==> src/rtl/wrg_pkg.sv <==
package wrg_pkg;

    typedef enum logic [1:0] {
        COL_NOP = 2'd0,
        COL_WR  = 2'd1,
        COL_RD  = 2'd2
    } col_op_e;

    typedef enum logic [1:0] {
        ROW_NONE = 2'd0,
        ROW_ACT  = 2'd1,
        ROW_PRER = 2'd2
    } row_op_e;

    localparam int N_ENT = 2;

    function automatic logic is_access(input logic [1:0] op);
        return (op == COL_WR) || (op == COL_RD);
    endfunction

endpackage

==> src/rtl/wrg_wwr_detect.sv <==
module wrg_wwr_detect
    import wrg_pkg::*;
#(
    parameter int DEV_W = 3
) (
    input  logic             clk,
    input  logic             rst,
    input  logic [1:0]       prop_op,
    input  logic [DEV_W-1:0] prop_dev,
    input  logic [1:0]       iss_op,
    input  logic [DEV_W-1:0] iss_dev,
    output logic             hazard
);

    logic [1:0]       h1_op, h2_op;
    logic [DEV_W-1:0] h1_dev, h2_dev;

    always_ff @(posedge clk) begin
        if (rst) begin
            h1_op  <= COL_NOP;
            h2_op  <= COL_NOP;
            h1_dev <= '0;
            h2_dev <= '0;
        end else begin
            h2_op  <= h1_op;
            h2_dev <= h1_dev;
            h1_op  <= iss_op;
            h1_dev <= iss_dev;
        end
    end

    always_comb begin
        hazard = (prop_op == COL_RD) && (h1_op == COL_WR) && (h2_op == COL_WR)
              && (h1_dev == prop_dev) && (h2_dev == prop_dev);
    end

    // a substituted slot breaks the pattern, so the held read goes next
    p_single_gap_r3: assert property (@(posedge clk) disable iff (rst)
        hazard |=> !hazard);

endmodule

==> src/rtl/wrg_tracker.sv <==
module wrg_tracker
    import wrg_pkg::*;
#(
    parameter int T_RTR  = 4,
    parameter int DEV_W  = 3,
    parameter int BANK_W = 4,
    localparam int AGE_W = $clog2(T_RTR + 1)
) (
    input  logic              clk,
    input  logic              rst,
    input  logic [1:0]        iss_op,
    input  logic [DEV_W-1:0]  iss_dev,
    input  logic [BANK_W-1:0] iss_bank,
    input  logic [DEV_W-1:0]  q_dev,
    input  logic [BANK_W-1:0] q_bank,
    output logic              hit
);

    typedef struct packed {
        logic              v;
        logic [DEV_W-1:0]  dev;
        logic [BANK_W-1:0] bank;
        logic [AGE_W-1:0]  age;
    } ent_t;

    localparam logic [AGE_W-1:0] RIPE = AGE_W'(T_RTR);

    ent_t ent_q [N_ENT];
    ent_t ent_d [N_ENT];
    logic same  [N_ENT];
    logic keep  [N_ENT];
    logic tgt;
    logic has_rep;
    logic wr;

    always_comb begin
        wr      = (iss_op == COL_WR);
        hit     = 1'b0;
        has_rep = 1'b0;
        tgt     = 1'b0;
        for (int i = 0; i < N_ENT; i++) begin
            same[i] = ent_q[i].v && (ent_q[i].dev == iss_dev) && is_access(iss_op);
            keep[i] = ent_q[i].v && !(ent_q[i].age == RIPE && !same[i])
                   && !(same[i] && wr);
            ent_d[i]   = ent_q[i];
            ent_d[i].v = keep[i];
            if (!(same[i] && iss_op == COL_RD) && ent_q[i].age < RIPE)
                ent_d[i].age = ent_q[i].age + 1'b1;
            if (ent_q[i].v && ent_q[i].dev == q_dev && ent_q[i].bank == q_bank)
                hit = 1'b1;
            if (same[i] && wr) begin
                has_rep = 1'b1;
                tgt     = 1'(i);
            end
        end
        if (!has_rep) begin
            if (!keep[0])      tgt = 1'b0;
            else if (!keep[1]) tgt = 1'b1;
            else               tgt = (ent_q[0].age >= ent_q[1].age) ? 1'b0 : 1'b1;
        end
        if (wr) begin
            ent_d[tgt].v    = 1'b1;
            ent_d[tgt].dev  = iss_dev;
            ent_d[tgt].bank = iss_bank;
            ent_d[tgt].age  = '0;
        end
    end

    always_ff @(posedge clk) begin
        if (rst) begin
            for (int i = 0; i < N_ENT; i++) ent_q[i] <= '0;
        end else begin
            for (int i = 0; i < N_ENT; i++) ent_q[i] <= ent_d[i];
        end
    end

    p_unique_dev_r9: assert property (@(posedge clk) disable iff (rst)
        (ent_q[0].v && ent_q[1].v) |-> (ent_q[0].dev != ent_q[1].dev));

    for (genvar g = 0; g < N_ENT; g++) begin : g_chk
        p_age_cap_r6: assert property (@(posedge clk) disable iff (rst)
            ent_q[g].age <= RIPE);
        p_hold_off_r7: assert property (@(posedge clk) disable iff (rst)
            (ent_q[g].v && iss_op == COL_RD && iss_dev == ent_q[g].dev)
            |=> (ent_q[g].v && $stable(ent_q[g].age)));
    end

endmodule

==> src/rtl/wr_retire_guard.sv <==
module wr_retire_guard
    import wrg_pkg::*;
#(
    parameter int NUM_DEV  = 8,
    parameter int NUM_BANK = 16,
    parameter int COL_W    = 7,
    parameter int T_RTR    = 4,
    localparam int DEV_W   = $clog2(NUM_DEV),
    localparam int BANK_W  = $clog2(NUM_BANK)
) (
    input  logic              clk,
    input  logic              rst,
    input  logic [1:0]        col_cmd_i,
    input  logic [DEV_W-1:0]  col_dev_i,
    input  logic [BANK_W-1:0] col_bank_i,
    input  logic [COL_W-1:0]  col_addr_i,
    input  logic [1:0]        row_cmd_i,
    input  logic [DEV_W-1:0]  row_dev_i,
    input  logic [BANK_W-1:0] row_bank_i,
    output logic [1:0]        col_cmd_o,
    output logic [DEV_W-1:0]  col_dev_o,
    output logic [BANK_W-1:0] col_bank_o,
    output logic [COL_W-1:0]  col_addr_o,
    output logic [1:0]        row_cmd_o,
    output logic [DEV_W-1:0]  row_dev_o,
    output logic [BANK_W-1:0] row_bank_o,
    output logic              col_stall_o,
    output logic              row_stall_o
);

    logic wwr_hazard;
    logic bank_held;

    wrg_wwr_detect #(.DEV_W(DEV_W)) u_detect (
        .clk      (clk),
        .rst      (rst),
        .prop_op  (col_cmd_i),
        .prop_dev (col_dev_i),
        .iss_op   (col_cmd_o),
        .iss_dev  (col_dev_o),
        .hazard   (wwr_hazard)
    );

    wrg_tracker #(.T_RTR(T_RTR), .DEV_W(DEV_W), .BANK_W(BANK_W)) u_tracker (
        .clk      (clk),
        .rst      (rst),
        .iss_op   (col_cmd_o),
        .iss_dev  (col_dev_o),
        .iss_bank (col_bank_o),
        .q_dev    (row_dev_i),
        .q_bank   (row_bank_i),
        .hit      (bank_held)
    );

    always_comb begin
        col_dev_o   = col_dev_i;
        col_bank_o  = col_bank_i;
        col_addr_o  = col_addr_i;
        col_stall_o = wwr_hazard;
        col_cmd_o   = wwr_hazard ? 2'(COL_NOP) : col_cmd_i;
        row_dev_o   = row_dev_i;
        row_bank_o  = row_bank_i;
        row_stall_o = bank_held && (row_cmd_i == ROW_PRER);
        row_cmd_o   = row_stall_o ? 2'(ROW_NONE) : row_cmd_i;
    end

    p_col_sub_r3: assert property (@(posedge clk) disable iff (rst)
        col_stall_o |-> (col_cmd_i == COL_RD && col_cmd_o == COL_NOP));
    p_stall_only_prer_r5: assert property (@(posedge clk) disable iff (rst)
        row_stall_o |-> (row_cmd_i == ROW_PRER));
    p_act_free_r5: assert property (@(posedge clk) disable iff (rst)
        (row_cmd_i == ROW_ACT) |-> (row_cmd_o == ROW_ACT && !row_stall_o));
    p_fields_r2: assert property (@(posedge clk) disable iff (rst)
        (col_dev_o == col_dev_i) && (row_bank_o == row_bank_i));

endmodule

==> config.mk <==
export PLATFORM = sky130hd
export DESIGN_NAME = wr_retire_guard
export DESIGN_NICKNAME = d
export VERILOG_FILES = /design/src/rtl/wrg_pkg.sv /design/src/rtl/wrg_wwr_detect.sv /design/src/rtl/wrg_tracker.sv /design/src/rtl/wr_retire_guard.sv
export SDC_FILE = /design/constraint.sdc
export NUM_CORES = 1
export LEC_CHECK = 0
export ABC_AREA = 1
export BUFFER_PORTS_ARGS = -buffer_cell sky130_fd_sc_hd__buf_2
export CAP_MARGIN = 10
export CORE_ASPECT_RATIO = 0.5
export CORE_MARGIN = 10
export CORE_UTILIZATION = 40
export CTS_CLUSTER_SIZE = 24
export DETAILED_ROUTE_END_ITERATION = 7
export PLACE_DENSITY = 0.65
export SYNTH_ARGS = -nofsm -noshare
export SYNTH_HDL_FRONTEND = slang
export SYNTH_HIERARCHICAL = 1
export SYNTH_SLANG_ARGS = --single-unit
==> constraint.sdc <==
create_clock -name clk -period 4.8 [get_ports clk]
set_input_delay 0.24 -clock clk [delete_from_list [all_inputs] [get_ports clk]]
set_output_delay 0.24 -clock clk [all_outputs]
set_load 0.01 [all_outputs]
==> flow_summary.html <==
<table>
<tr><th>Metric</th><th>Value</th></tr>
<tr><th colspan="2">Run status</th></tr>
<tr><td>Result of the run</td><td>finished clean</td></tr>
<tr><th colspan="2">Clock tree</th></tr>
<tr><td>Resize count post-CTS</td><td>0</td></tr>
<tr><td>Max Root-Sink Buffers</td><td>2</td></tr>
<tr><td>Number of hold buffers added after cts</td><td>0</td></tr>
<tr><td>Num CTS Buffers</td><td>5</td></tr>
<tr><td>Clock transition at the registers of the reported paths</td><td>70 ps</td></tr>
<tr><td>CTS tree</td><td>yes</td></tr>
<tr><td>Clock Root Buffer</td><td>sky130_fd_sc_hd__clkbuf_8</td></tr>
<tr><td>Post CTS Setup Buffer Count</td><td>0</td></tr>
<tr><td>Clock insertion delay at the later pin of the skew report</td><td>270 ps</td></tr>
<tr><td>CTS H-Tree Depth</td><td>2</td></tr>
<tr><td>Clk sinks</td><td>32</td></tr>
<tr><th colspan="2">Routing</th></tr>
<tr><td>Routed vias/inst</td><td>4.44</td></tr>
<tr><td>Final wirelength</td><td>4.48 mm</td></tr>
<tr><td>Post-route ant nets</td><td>0</td></tr>
<tr><td>DR DRC count</td><td>0</td></tr>
<tr><td>Detailed Routing Iterations Pass 1</td><td>4</td></tr>
<tr><td>Drt initial violations</td><td>94</td></tr>
<tr><td>Total via count in the routed design</td><td>1808</td></tr>
<tr><td>Per-cell routed wire length</td><td>11.0 um</td></tr>
<tr><th colspan="2">Global route</th></tr>
<tr><td>Most Used Layer, Global Route</td><td>met2</td></tr>
<tr><td>Global routing usage summed across all routing layers</td><td>0.106</td></tr>
<tr><td>M2 GR Usage</td><td>0.183</td></tr>
<tr><td>Met3 capacity usage during global routing</td><td>0.0301</td></tr>
<tr><td>Overall overflow remaining after global route</td><td>0</td></tr>
<tr><td>Pin count of the biggest net entering global routing</td><td>19</td></tr>
<tr><td>Wire length of the first global-routing pass</td><td>7.73 mm</td></tr>
<tr><td>Initial antenna violation count</td><td>0</td></tr>
<tr><td>Via count of the first global-routing pass</td><td>1710</td></tr>
<tr><td>GR met1 Demand/Resource</td><td>0.127</td></tr>
<tr><th colspan="2">STA</th></tr>
<tr><td>Slew at the pin closest to its max-slew limit</td><td>758 ps</td></tr>
<tr><td>Fmax achieved</td><td>378 MHz</td></tr>
<tr><td>Hold Fails Final Rpt</td><td>0</td></tr>
<tr><td>Final setup violation count</td><td>0</td></tr>
<tr><td>Final critical-path required period</td><td>2650 ps</td></tr>
<tr><td>Tcrit/Tclk final</td><td>0.552</td></tr>
<tr><td>Worst clock skew on the final layout</td><td>4.64 ps</td></tr>
<tr><td>Setup repair after global routing missed its margin</td><td>no</td></tr>
<tr><td>Worst slew margin relative to its limit</td><td>0.494</td></tr>
<tr><td>Final sum of negative setup slack</td><td>0 ps</td></tr>
<tr><td>Number of max-slew violations in the final report</td><td>0</td></tr>
<tr><th colspan="2">Setup path</th></tr>
<tr><td>Type of element launching the critical path</td><td>register</td></tr>
<tr><td>Worst EP required</td><td>4960 ps</td></tr>
<tr><td>Most common cell type on the critical path</td><td>sky130_fd_sc_hd__nand2_1</td></tr>
<tr><td>Count of buffering cells on the critical path with inverters included</td><td>2</td></tr>
<tr><td>Arrival time at the worst endpoint</td><td>2810 ps</td></tr>
<tr><td>Delay contributed by the slowest stage of the critical path</td><td>640 ps</td></tr>
<tr><td>Crit path max fanout</td><td>18</td></tr>
<tr><td>Crit-path slowest cell</td><td>sky130_fd_sc_hd__ha_1</td></tr>
<tr><td>Kind of cell adding the most delay to the critical path</td><td>simple AND/OR/NAND/NOR gates</td></tr>
<tr><td>CP cell instances</td><td>inv_1, nand2_1, nand2_1, nor2_1, nand2_1, nor2_2, nor2_1, inv_1, ha_1, nand3_1, nand2_4, nand2_1, nand2_1, nor2_1</td></tr>
<tr><td>Type of the setup path with the least slack</td><td>register to register</td></tr>
<tr><td>Type of destination of the critical path</td><td>register</td></tr>
<tr><th colspan="2">Run</th></tr>
<tr><td>Total of max-cap violations</td><td>0</td></tr>
<tr><th colspan="2">Layout</th></tr>
<tr><td># nets final</td><td>372</td></tr>
<tr><td>Fraction of final layout cells sized beyond drive strength 1</td><td>0.202</td></tr>
<tr><td>Post-layout utilization of the core</td><td>0.453</td></tr>
<tr><td>Number of diodes added for antenna fixing</td><td>0</td></tr>
<tr><td>Signed area change from the synthesized netlist to the final layout</td><td>8.03%</td></tr>
<tr><td>Final instance count without filler cells</td><td>407</td></tr>
<tr><th colspan="2">Logic synthesis</th></tr>
<tr><td>Post-synth top area cell</td><td>sky130_fd_sc_hd__dfxtp_1</td></tr>
<tr><td>Most numerous cell in the Yosys netlist</td><td>sky130_fd_sc_hd__nand2_1</td></tr>
<tr><td>Mapped Area</td><td>2090 um^2</td></tr>
<tr><td>Dominant register cell in the synthesized netlist</td><td>sky130_fd_sc_hd__dfxtp_1</td></tr>
<tr><td>Synth async-reset ratio</td><td>0</td></tr>
<tr><td>Count of flip-flops with a built-in enable after synthesis</td><td>0</td></tr>
<tr><td>Synth top area share</td><td>0.307</td></tr>
<tr><td>Average cell area after synthesis</td><td>6.56 um^2</td></tr>
<tr><td>Most area-consuming cells after synthesis</td><td>sky130_fd_sc_hd__dfxtp_1 31%, sky130_fd_sc_hd__nand2_1 14%, sky130_fd_sc_hd__inv_1 9.4%, sky130_fd_sc_hd__nor2_1 9.2%, sky130_fd_sc_hd__buf_4 7.9%</td></tr>
<tr><td>Number of different library cells in the post-synthesis netlist</td><td>33</td></tr>
<tr><td>Syn Nets</td><td>354</td></tr>
<tr><td>Share of synthesized area occupied by flip-flops and latches</td><td>0.307</td></tr>
<tr><td>Synth top cells by count</td><td>78 x sky130_fd_sc_hd__nand2_1, 52 x sky130_fd_sc_hd__inv_1, 51 x sky130_fd_sc_hd__nor2_1</td></tr>
<tr><td>Mapped Cells</td><td>318</td></tr>
<tr><td>Number of flip-flops and latches in the synthesized netlist</td><td>32</td></tr>
<tr><td>Yosys warning count</td><td>6</td></tr>
<tr><th colspan="2">Placed design</th></tr>
<tr><td>Gp weighted congestion</td><td>0.885</td></tr>
<tr><td>IO buf count</td><td>39</td></tr>
<tr><td>HPWL after DPL</td><td>3.52 mm</td></tr>
<tr><td>Cell count after placement</td><td>399</td></tr>
<tr><th colspan="2">Floorplanning</th></tr>
<tr><td>Number of rows created at floorplan</td><td>18</td></tr>
<tr><td>Vert. Die Dim</td><td>71.1 um</td></tr>
<tr><td>Total core area</td><td>4980 um^2</td></tr>
<tr><td>Die span in x</td><td>122 um</td></tr>
<tr><td>Full die area</td><td>8680 um^2</td></tr>
<tr><td>Initial standard-cell utilization of the core</td><td>0.419</td></tr>
<tr><td>Num ports</td><td>54</td></tr>
<tr><th colspan="2">Power</th></tr>
<tr><td>Worst supply voltage drop on vdd</td><td>0.0903 mV</td></tr>
<tr><td>Power density over the cells</td><td>287 nW/um^2</td></tr>
<tr><td>Static leakage</td><td>1.18 nW</td></tr>
<tr><th colspan="2">Min path</th></tr>
<tr><td>Path category of the worst min-delay check</td><td>input pin to register</td></tr>
</table>
==> final timing paths <==
check | slack, ps | from | depth (start not counted) | endpoint
setup reg to reg | 2150 | u_detect/h1_dev[2]$_SDFF_PP0_ | 14 | u_tracker/ent_q[0][11]$_SDFF_PP0_
setup / recovery | 2150 | u_detect/h1_dev[2]$_SDFF_PP0_ | 14 | u_tracker/ent_q[0][11]$_SDFF_PP0_
hold reg to reg | 420 | u_detect/h1_op[1]$_SDFF_PP0_ | 2 | u_detect/h2_op[1]$_SDFF_PP0_
hold / removal | 220 | col_bank_i[2] | 3 | register
==> layout make-up <==
class                           instances  area [um^2]
Fill cell                             539         2720
Multi-Input combinational cell        202         1030
Sequential cell                        32          641
Inverter                               56          210
Timing Repair Buffer                   39          195
Clock buffer                            8         90.1
Tap cell                               70         87.6
==> cell usage in the layout, fill, tap and decap left out, types with 3 or more instances in the layout <==
cell type and n:
sky130_fd_sc_hd__nand2_1 78, sky130_fd_sc_hd__inv_1 52, sky130_fd_sc_hd__nor2_1 51, sky130_fd_sc_hd__buf_2 39, sky130_fd_sc_hd__dfxtp_1 32, sky130_fd_sc_hd__nand3_1 13
sky130_fd_sc_hd__a21oi_1 12, sky130_fd_sc_hd__ha_1 9, sky130_fd_sc_hd__clkbuf_8 6, sky130_fd_sc_hd__nor2_2 6, sky130_fd_sc_hd__xor2_1 5, sky130_fd_sc_hd__nand2_2 5
sky130_fd_sc_hd__o211ai_1 3, sky130_fd_sc_hd__inv_2 3
==> per-layer routing <==
metal	wire (um)	up-vias
li1	-	971
met1	2130	788
met2	2070	41
met3	243	8
met4	34	0
met5	0	-
==> logic make-up after synthesis <==
kind of cell             count (synthesis)  share of synthesized area
AO/OA/AOI/OAI                           22                     0.0642
XOR/XNOR                                 6                     0.0252
adder cells (fa/ha/maj)                  9                     0.0540
buffers and inverters                   84                      0.199
flip-flops                              32                      0.307
AND/OR/NAND/NOR                        165                      0.351
==> where the power goes <==
| group | switching, mW | internal [mW] | total [mW] |
|---|---|---|---|
| logic | 0.0866 | 0.0537 | 0.140 |
| clock network | 0.0927 | 0.117 | 0.210 |
| registers | 0.0122 | 0.284 | 0.296 |
==> through the flow <==
stage               instance area [um^2]  total power, mW  setup WS [ps]  hold slack (ps)
floorplan                           2090            0.416           2500              309
global placement                    2160            0.439           2080              407
detailed placement                  2160            0.442           2060              410
CTS                                 2250            0.653           2170              221
global route                        2250            0.695           1840              234
finish                              2250            0.646           2150              220
==> worst reg2reg max path, delay by kind of cell, from the launching register on <==
| kind | cells | cell delay [ps] |
|---|---|---|
| flip-flops | 1 | 340 |
| AND/OR/NAND/NOR | 11 | 1440 |
| buffers and inverters | 2 | 120 |
| adder cells (fa/ha/maj) | 1 | 640 |
Power figures use the tool's default switching activity.
